File: src/rtl/ax25fb_pkg.sv
package ax25fb_pkg;
    localparam int unsigned MAX_LEN_DEF  = 330;
    localparam int unsigned CALL_CHARS   = 6;
    localparam int unsigned MIN_FRAME    = 17;
    localparam logic [15:0] FCS_SEED     = 16'hFFFF;
    localparam logic [15:0] FCS_RESIDUE  = 16'hF0B8;
    localparam logic [7:0]  SSID_BASE    = 8'h60;
    localparam logic [7:0]  PAD_CHAR     = 8'h20;

    typedef enum logic [2:0] {
        ST_IDLE,
        ST_OPEN,
        ST_ADDR,
        ST_FCS_LO,
        ST_FCS_HI,
        ST_DONE
    } fb_state_e;
endpackage

File: src/rtl/ax25fb_crc_step.sv
module ax25fb_crc_step (
    input  logic [15:0] fcs_i,
    input  logic [7:0]  byte_i,
    output logic [15:0] fcs_o
);
    logic [7:0] mix;
    logic [7:0] fold;

    always_comb begin
        mix   = fcs_i[7:0] ^ byte_i;
        fold  = mix ^ {mix[3:0], 4'b0000};
        fcs_o = {8'h00, fcs_i[15:8]}
              ^ {fold, 8'h00}
              ^ {5'b00000, fold, 3'b000}
              ^ {12'h000, fold[7:4]};
    end
endmodule

File: src/rtl/ax25fb_addr_fmt.sv
module ax25fb_addr_fmt
    import ax25fb_pkg::*;
#(
    parameter int unsigned CHARS = CALL_CHARS,
    parameter int unsigned IDX_W = $clog2(CHARS + 2)
) (
    input  logic [8*CHARS-1:0] call_i,
    input  logic [IDX_W-1:0]   clen_i,
    input  logic [3:0]         ssid_i,
    input  logic               last_i,
    input  logic [IDX_W-1:0]   idx_i,
    output logic [7:0]         byte_o
);
    logic [7:0] slot [CHARS+1];

    for (genvar g = 0; g < CHARS; g++) begin : g_char
        assign slot[g] = (IDX_W'(g) < clen_i)
                       ? {call_i[8*(CHARS-g)-2 -: 7], 1'b0}
                       : {PAD_CHAR[6:0], 1'b0};
    end
    assign slot[CHARS] = SSID_BASE | {3'b000, ssid_i, last_i};

    always_comb begin
        byte_o = 8'h00;
        for (int i = 0; i <= CHARS; i++) begin
            if (idx_i == IDX_W'(i)) byte_o = slot[i];
        end
    end
endmodule

File: src/rtl/ax25fb_rx_check.sv
module ax25fb_rx_check
    import ax25fb_pkg::*;
#(
    parameter int unsigned MIN_LEN = MIN_FRAME,
    parameter int unsigned CNT_W   = $clog2(MIN_LEN + 1)
) (
    input  logic       clk,
    input  logic       rst_n,
    input  logic       rx_start_i,
    input  logic       rx_valid_i,
    input  logic [7:0] rx_data_i,
    input  logic       rx_end_i,
    output logic       rx_done_o,
    output logic       rx_good_o
);
    typedef struct packed {
        logic [15:0]      fcs;
        logic [CNT_W-1:0] cnt;
        logic             done;
        logic             good;
    } rx_regs_t;

    rx_regs_t r_d, r_q;
    logic [15:0]      fcs_step;
    logic [15:0]      fcs_t;
    logic [CNT_W-1:0] cnt_t;

    ax25fb_crc_step crc_i (.fcs_i(r_q.fcs), .byte_i(rx_data_i), .fcs_o(fcs_step));

    always_comb begin
        r_d      = r_q;
        r_d.done = 1'b0;
        fcs_t    = r_q.fcs;
        cnt_t    = r_q.cnt;
        if (rx_start_i) begin
            r_d.fcs  = FCS_SEED;
            r_d.cnt  = '0;
            r_d.good = 1'b0;
        end else begin
            if (rx_valid_i) begin
                fcs_t = fcs_step;
                if (r_q.cnt != CNT_W'(MIN_LEN)) cnt_t = r_q.cnt + 1'b1;
            end
            r_d.fcs = fcs_t;
            r_d.cnt = cnt_t;
            if (rx_end_i) begin
                r_d.done = 1'b1;
                r_d.good = (fcs_t == FCS_RESIDUE) && (cnt_t == CNT_W'(MIN_LEN));
            end
        end
    end

    always_ff @(posedge clk or negedge rst_n) begin
        if (!rst_n) begin
            r_q <= '{fcs: FCS_SEED, cnt: '0, done: 1'b0, good: 1'b0};
        end else begin
            r_q <= r_d;
        end
    end

    assign rx_done_o = r_q.done;
    assign rx_good_o = r_q.good;
endmodule

File: src/rtl/ax25fb_frame_builder.sv
module ax25fb_frame_builder
    import ax25fb_pkg::*;
#(
    parameter int unsigned MAX_LEN = MAX_LEN_DEF,
    parameter int unsigned CHARS   = CALL_CHARS,
    localparam int unsigned LEN_W  = $clog2(MAX_LEN + 1),
    localparam int unsigned IDX_W  = $clog2(CHARS + 2)
) (
    input  logic               clk,
    input  logic               rst_n,
    input  logic               start_i,
    input  logic               data_valid_i,
    input  logic [7:0]         data_i,
    input  logic               addr_valid_i,
    input  logic [8*CHARS-1:0] call_i,
    input  logic [IDX_W-1:0]   call_len_i,
    input  logic [3:0]         ssid_i,
    input  logic               last_addr_i,
    input  logic               finish_i,
    output logic               in_ready_o,
    output logic               out_valid_o,
    output logic [7:0]         out_byte_o,
    input  logic               out_ready_i,
    output logic [LEN_W-1:0]   len_o,
    output logic               overflow_o,
    output logic               frame_ready_o,
    input  logic               rx_start_i,
    input  logic               rx_valid_i,
    input  logic [7:0]         rx_data_i,
    input  logic               rx_end_i,
    output logic               rx_done_o,
    output logic               rx_good_o
);
    localparam logic [LEN_W-1:0] GUARD   = LEN_W'(MAX_LEN - 4);
    localparam logic [IDX_W-1:0] SSID_IX = IDX_W'(CHARS);

    typedef struct packed {
        fb_state_e          state;
        logic [15:0]        fcs;
        logic [LEN_W-1:0]   len;
        logic               ovf;
        logic               out_v;
        logic [7:0]         out_b;
        logic [IDX_W-1:0]   idx;
        logic [8*CHARS-1:0] call;
        logic [IDX_W-1:0]   clen;
        logic [3:0]         ssid;
        logic               last;
    } fb_regs_t;

    fb_regs_t    r_d, r_q;
    logic        slot_free;
    logic        take;
    logic [7:0]  addr_byte;
    logic [7:0]  sel_byte;
    logic [15:0] fcs_step;

    ax25fb_addr_fmt #(.CHARS(CHARS), .IDX_W(IDX_W)) fmt_i (
        .call_i (r_q.call),
        .clen_i (r_q.clen),
        .ssid_i (r_q.ssid),
        .last_i (r_q.last),
        .idx_i  (r_q.idx),
        .byte_o (addr_byte)
    );

    assign sel_byte = (r_q.state == ST_ADDR) ? addr_byte : data_i;

    ax25fb_crc_step crc_i (.fcs_i(r_q.fcs), .byte_i(sel_byte), .fcs_o(fcs_step));

    assign slot_free = !r_q.out_v || out_ready_i;

    always_comb begin
        r_d  = r_q;
        take = 1'b0;
        if (r_q.out_v && out_ready_i) r_d.out_v = 1'b0;
        if (start_i) begin
            r_d.state = ST_OPEN;
            r_d.fcs   = FCS_SEED;
            r_d.len   = '0;
            r_d.ovf   = 1'b0;
            r_d.out_v = 1'b0;
            r_d.idx   = '0;
        end else begin
            unique case (r_q.state)
                ST_OPEN: begin
                    if (slot_free) begin
                        if (addr_valid_i) begin
                            r_d.call  = call_i;
                            r_d.clen  = call_len_i;
                            r_d.ssid  = ssid_i;
                            r_d.last  = last_addr_i;
                            r_d.idx   = '0;
                            r_d.state = ST_ADDR;
                        end else if (data_valid_i) begin
                            take = 1'b1;
                        end else if (finish_i) begin
                            r_d.state = ST_FCS_LO;
                        end
                    end
                end
                ST_ADDR: begin
                    if (slot_free) begin
                        take = 1'b1;
                        if (r_q.idx == SSID_IX) begin
                            r_d.state = ST_OPEN;
                        end else begin
                            r_d.idx = r_q.idx + 1'b1;
                        end
                    end
                end
                ST_FCS_LO: begin
                    if (slot_free) begin
                        r_d.out_b = ~r_q.fcs[7:0];
                        r_d.out_v = 1'b1;
                        r_d.len   = r_q.len + 1'b1;
                        r_d.state = ST_FCS_HI;
                    end
                end
                ST_FCS_HI: begin
                    if (slot_free) begin
                        r_d.out_b = ~r_q.fcs[15:8];
                        r_d.out_v = 1'b1;
                        r_d.len   = r_q.len + 1'b1;
                        r_d.state = ST_DONE;
                    end
                end
                default: begin
                end
            endcase
            if (take) begin
                if (r_q.len < GUARD) begin
                    r_d.out_b = sel_byte;
                    r_d.out_v = 1'b1;
                    r_d.fcs   = fcs_step;
                    r_d.len   = r_q.len + 1'b1;
                end else begin
                    r_d.ovf = 1'b1;
                end
            end
        end
    end

    always_ff @(posedge clk or negedge rst_n) begin
        if (!rst_n) begin
            r_q <= '{state: ST_IDLE, fcs: FCS_SEED, len: '0, ovf: 1'b0,
                     out_v: 1'b0, out_b: 8'h00, idx: '0, call: '0,
                     clen: '0, ssid: 4'h0, last: 1'b0};
        end else begin
            r_q <= r_d;
        end
    end

    ax25fb_rx_check rx_i (
        .clk        (clk),
        .rst_n      (rst_n),
        .rx_start_i (rx_start_i),
        .rx_valid_i (rx_valid_i),
        .rx_data_i  (rx_data_i),
        .rx_end_i   (rx_end_i),
        .rx_done_o  (rx_done_o),
        .rx_good_o  (rx_good_o)
    );

    assign in_ready_o    = (r_q.state == ST_OPEN) && slot_free;
    assign out_valid_o   = r_q.out_v;
    assign out_byte_o    = r_q.out_b;
    assign len_o         = r_q.len;
    assign overflow_o    = r_q.ovf;
    assign frame_ready_o = (r_q.state == ST_DONE);
endmodule

File: config.mk
export PLATFORM = sky130hd
export DESIGN_NAME = ax25fb_frame_builder
export DESIGN_NICKNAME = d
export VERILOG_FILES = /design/src/rtl/ax25fb_pkg.sv /design/src/rtl/ax25fb_crc_step.sv /design/src/rtl/ax25fb_addr_fmt.sv /design/src/rtl/ax25fb_rx_check.sv /design/src/rtl/ax25fb_frame_builder.sv
export SDC_FILE = /design/constraint.sdc
export NUM_CORES = 1
export LEC_CHECK = 0
export BUFFER_PORTS_ARGS = -buffer_cell sky130_fd_sc_hd__buf_4
export CAP_MARGIN = 20
export CORE_MARGIN = 1.5
export CORE_UTILIZATION = 45
export DETAILED_ROUTE_END_ITERATION = 16
export GPL_ROUTABILITY_DRIVEN = 0
export PLACE_DENSITY = 0.63
export SYNTH_ARGS = -nofsm -noshare
export SYNTH_HDL_FRONTEND = slang
export SYNTH_SLANG_ARGS = --single-unit
File: constraint.sdc
create_clock -name clk -period 5.2 [get_ports clk]
set_clock_uncertainty 0.15 [all_clocks]
set_input_delay 1.04 -clock clk [delete_from_list [all_inputs] [get_ports clk]]
set_output_delay 1.04 -clock clk [all_outputs]
set_load 0.03 [all_outputs]
==> impl_metrics.toml, run 1 <==
[critical_path]
path_max_fanout = 20
cp_slowest_cell = "dfrtp_1"
reg2reg_setup_slack_ps = 1610
path_delay_family = "simple AND/OR/NAND/NOR gates"
endpoint_kind = "register"
crit_path_cell_trace = "inv_1 > ha_1 > nor4_1 > o31ai_1 > a31oi_1 > xor2_1 > or4_4 > nand3_1 > or3b_1"
critPathKind = "reg -> reg"
cp.required_ps = 5400
critPathArrivalTime_ps = 3790
r2r_end = "r_q[80]"
start_kind = "register"
worstReg2RegStart = "r_q[58]"
max_stage_delay_ps = 720
path_buf_inv = 1
rr_worst_depth = 9

[synth]
avgSynthCellArea_um2 = 9.90
ys_ff_latch = 114
ys.flop_type = "dfrtp_1"
synth_cells = 667
synth_area_um2 = 6600
yosysWarnings = 0
synth_edf_count = 0
yosysSeqAreaShare_pct = 43.8
synth_fp_nets = 757
async_flop_share_pct = 100
ys_types = 69

[run_status]
status = "completed"

[timing]
final-setup-viol-count = 0
layout_setup_ws_ps = 1610
fin_crit_ps = 3590
final-max-slew-violation-count = 0
max_freq_mhz = 279
hold_slack_ps = 303
setup_tns_ps = 0
rsz0062_at_grt = "false"
slew_headroom_pct = 48.9
period_share_pct = 69.0
hold_viol = 0
tightest_slew_ps = 763

[clock_network]
cts_setup_buffers = 0
cts_resized = 0
cts_sinks = 114
clk_pin_slew_ps = 60
cts_buffer_depth = 2
cts_hold_buf = 0
clkLatencyLatePin_ps = 430
cts_root_buf = "clkbuf_16"
cts_made_buffers = 17
tritoncts = "done"
cts_max_level = 4

[flow_run]
maxCapViolCount = 0

[die]
start_util_pct = 45.8
io_pins = 105
core-area_um2 = 14400
fp.dieArea_um2 = 15400
rows = 44
die_x_um = 124
die_height_um = 124

[placement]
hpwl_mm = 11.4
placed_area_um2 = 7310
dp_slack_ps = 1640
io_buffers = 98

[cells_and_area]
num_antenna_cells = 0
fin_area_um2 = 7960
drive_gt1_share_pct = 31.7
syn2layout_area_growth_pct = 20.5
layout_commonest_cell = "buf_4"
n_fill_cell = 1309
num-nets-final = 822
mostFrequentLayoutCells = "101 x buf_4, 82 x dfrtp_1, 49 x mux2_2"

[drt]
drt_iter0_drc = 340
final_antenna_net_count = 0
wl_per_cell_um = 17.7
first_pass_iters = 6
vias = 5314
via_per_inst = 5.72
routed_wl_mm = 16.4
drcViolationCount = 0

[global_routing]
overflow = 0
antenna_found_initial = 0
track_usage_pct = 22.7
grt_pass1_wl_mm = 26.4
grt_max_degree = 81
grt_pass1_vias = 5165

[power_and_ir_drop]
ir_drop_v = 0.000308
powerDensity_nw_per_um2 = 536
power_leakage_nw = 3.35

[hold_path]
holdCritPathClass = "in -> async"
-- cell type report --
class / count / area, um2 / area share, %
clock buffers: 20 / 447 / 5.61
well taps: 184 / 230 / 2.89
repair buffers: 103 / 806 / 10.1
flip-flops and latches: 114 / 2890 / 36.3
inverters: 15 / 56.3 / 0.707
multi-input cells: 481 / 3370 / 42.3
clock inverters: 12 / 158 / 1.98
-- metal layers --
| layer | track usage [%] | routed length (um) | vias to the layer above |
|---|---|---|---|
| met1 | 30.3 | 7450 | 2621 |
| met5 | 0 | 0 | - |
| met2 | 34.7 | 7670 | 134 |
| met4 | 9.52 | 386 | 0 |
| met3 | 6.04 | 913 | 30 |
| li1 | - | - | 2529 |
-- synthesized netlist by cell type (3+ instances only) --
master	instances	area [um2]
and3_1	8	50.1
o21ai_0	22	110
nor3_1	16	80.1
nand3_1	22	110
dfstp_2	32	841
nand3b_1	3	22.5
a21o_1	3	22.5
nor4_1	7	43.8
a21oi_1	33	165
a211oi_1	7	52.6
nor2b_1	17	106
or3_1	7	43.8
nor2_1	41	154
ha_1	8	100
o31ai_1	3	22.5
or2_2	6	37.5
xnor2_1	27	236
and2_1	6	37.5
xor2_1	27	236
nand4_1	8	50.1
a221o_1	9	90.1
a31oi_1	14	87.6
o21bai_1	3	22.5
a22oi_1	3	22.5
o21ai_1	5	25.0
inv_1	15	56.3
or3b_1	3	26.3
mux2i_1	7	70.1
nand2b_1	6	37.5
nand2_1	45	169
o2111ai_1	4	35.0
buf_2	6	30.0
clkbuf_1	31	116
mux2_2	49	552
o22ai_1	10	62.6
buf_4	18	135
a211o_1	7	61.3
dfrtp_1	82	2050
o211ai_1	14	105
-- how the worst max path moves through the flow --
stage | start | to | slack, ps | cells after the start
6_report | r_q[58] | r_q[80] | 1610 | 9
3_5_place_dp | start_i | r_q[34] | 1640 | 4
4_1_cts | r_q[58] | r_q[80] | 1700 | 10
2_1_floorplan | out_ready_i | r_q[12] | 1760 | 7
3_3_place_gp | start_i | r_q[16] | 1690 | 4
5_1_grt | r_q[58] | r_q[80] | 1480 | 9
-- power breakdown --
| part | total [mW] | switching [mW] | internal, mW |
|---|---|---|---|
| Combinational | 1.50 | 0.796 | 0.708 |
| Clock | 1.20 | 0.439 | 0.765 |
| Sequential | 1.56 | 0.300 | 1.26 |
| Total | 4.27 | 1.54 | 2.73 |
-- cells by family (layout without fill, tap and decap cells) --
family	Yosys count	count (layout)	share of synthesized area, %
compound gates	156	156	16.4
xor+xnor	54	54	7.16
fa+ha+maj	8	8	1.52
buf+inv	72	150	5.25
flops	114	114	43.8
mux	56	56	9.42
simple gates	207	207	16.5
-- through the flow --
stage / power, mW / utilization (%) / cells
floorplan: 2.66 / - / 667
global route: 4.53 / 55.2 / 929
detailed placement: 3.06 / 50.7 / 895
CTS: 4.28 / 54.8 / 927
finish: 4.27 / 55.2 / 929
global placement: 3.01 / 50.7 / 895
-- flip-flops by register name, indices dropped and copies added (netlist names) --
name            flops
r_q                72
rx_i.r_q           21
len_o               9
out_byte_o          8
out_valid_o         1
overflow_o          1
rx_i.rx_done_o      1
rx_i.rx_good_o      1
Note: power is estimated with default switching activity, not from simulation.
==> inputs of run 2 (changes only) <==
clock period = 3.6 ns   (was 5.2 ns; I/O delays follow)
==> run 2 against run 1 <==
  * Largest cell class unchanged
  * Global-route usage hardly changed
  * Critical endpoint unchanged
  * Register-to-register slack worse by 1300 ps
  * Utilization is 0.11 points higher
==> impl_metrics.toml, run 2 (same netlist as run 1, synthesis figures left out) <==
[placement]
hpwl_mm = 11.6
io_buffers = 98

[die]
rows = 44
core-area_um2 = 14400
die_height_um = 124
die_x_um = 124
fp.dieArea_um2 = 15400
io_pins = 105
start_util_pct = 45.8

[flow_run]
maxCapViolCount = 0

[clock_network]
clkLatencyLatePin_ps = 420
cts_root_buf = "clkbuf_16"
cts_sinks = 114
cts_made_buffers = 17
cts_resized = 0
cts_max_level = 4
tritoncts = "done"
cts_setup_buffers = 0
clk_pin_slew_ps = 50
cts_buffer_depth = 2
cts_hold_buf = 0

[drt]
wl_per_cell_um = 17.7
route.top_layer_used = "met4"
route.met3.wl_mm = 1.04
drt_iter0_drc = 475
vias = 5354
met1_length_mm = 7.27
drcViolationCount = 0
first_pass_iters = 5
via_per_inst = 5.74
wl_met2_mm = 7.80
routed_wl_mm = 16.5
final_antenna_net_count = 0

[cells_and_area]
largest_reg_flops = 72
num-nets-final = 825
syn2layout_area_growth_pct = 20.8
drive_gt1_share_pct = 32.1
regMostFlops = "r_q"
mostFrequentLayoutCells = "104 x buf_4, 82 x dfrtp_1, 49 x mux2_2"
num_antenna_cells = 0
n_fill_cell = 1284
layout_commonest_cell = "buf_4"

[critical_path]
start_kind = "register"
endpoint_kind = "register"
critPathKind = "reg -> reg"
cp.required_ps = 3790
critPathArrivalTime_ps = 3500
path_max_fanout = 14

[power_and_ir_drop]
clkPwrFrac_pct = 27.9
p_int_mw = 3.96
pwr-share-seq_pct = 36.7
swShare_pct = 35.8
p_switching_mw = 2.21
power_leakage_nw = 3.37
powerDensity_nw_per_um2 = 773
ir_drop_v = 0.000415
power_frac_comb_pct = 35.5

[timing]
tightest_slew_ps = 710
slew_headroom_pct = 52.7
period_share_pct = 91.9
final-setup-viol-count = 0
rsz0062_at_grt = "false"
setup_tns_ps = 0
max_freq_mhz = 302
fin_crit_ps = 3310
final-max-slew-violation-count = 0
hold_viol = 0
hold_slack_ps = 185

[hold_path]
holdCritPathClass = "in -> async"

[global_routing]
antenna_found_initial = 0
track_usage_pct = 22.7
grt_pass1_vias = 5249
grt_max_degree = 62
overflow = 0
grt_pass1_wl_mm = 26.6

[run_status]
status = "completed"
[run 2: cell count changes in the layout (fill, tap and decap cells not counted), sizes merged]
| cell | delta |
|---|---|
| clkinvlp | -2 |
| buf | +3 |
| clkbuf | -1 |
| clkinv | +3 |
[run 2: metal layers]
layer | up-vias | GRT usage (%)
li1 | 2545 | -
met1 | 2608 | 29.7
met2 | 175 | 35.8
met3 | 26 | 5.86
met4 | 0 | 9.38
met5 | - | 0
[run 2: worst max-delay path, stage by stage (launching register included)]
cell	delay [ps]
dfrtp_1	420
inv_1	100
ha_1	500
nor4_1	90
o31ai_1	350
o211ai_1	190
a31oi_1	340
xor2_1	210
or4_4	460
nand3_1	90
or3b_1	340
[run 2: path summary, 6_finish.rpt]
kind,cells after the start,slack (ps),startpoint,to
worst max-delay path,10,290,r_q[57],r_q[80]
worst min-delay path,1,180,rst_n,len_o[3]
worst max register to register,10,290,r_q[57],r_q[80]
worst min register to register,2,320,rx_i.rx_good_o,rx_i.rx_good_o
max in group asynchronous,2,2260,rst_n,rx_i.r_q[15]
min in group clk,2,320,rx_i.rx_good_o,rx_i.rx_good_o
[run 2: cell type report]
class / count / area, um2 / area share, %
clock buffers: 19 / 443 / 5.55
clock inverters: 13 / 160 / 2.01
inverters: 15 / 56.3 / 0.706
multi-input cells: 481 / 3370 / 42.3
flip-flops and latches: 114 / 2890 / 36.3
well taps: 184 / 230 / 2.89
repair buffers: 106 / 821 / 10.3
[run 2: per-stage QoR]
stage	power (mW)	instances	area [um2]	util (%)	setup WS [ps]
final	6.16	932	7980	55.3	291
after global routing	6.55	932	7980	55.3	105
after CTS	6.19	932	7970	55.3	297
after detailed placement	4.44	900	7370	51.1	347
after global placement	4.37	900	7370	51.1	409
after floorplan	3.84	667	6600	-	413
[run 2: power groups by stage]
stage               sequential [mW]  clock, mW  combinational [mW]
global route                   2.33       1.81                2.41
finish                         2.26       1.72                2.18
detailed placement             2.27          0                2.17
floorplan                      2.06          0                1.78
CTS                            2.25       1.75                2.19
global placement               2.25          0                2.12
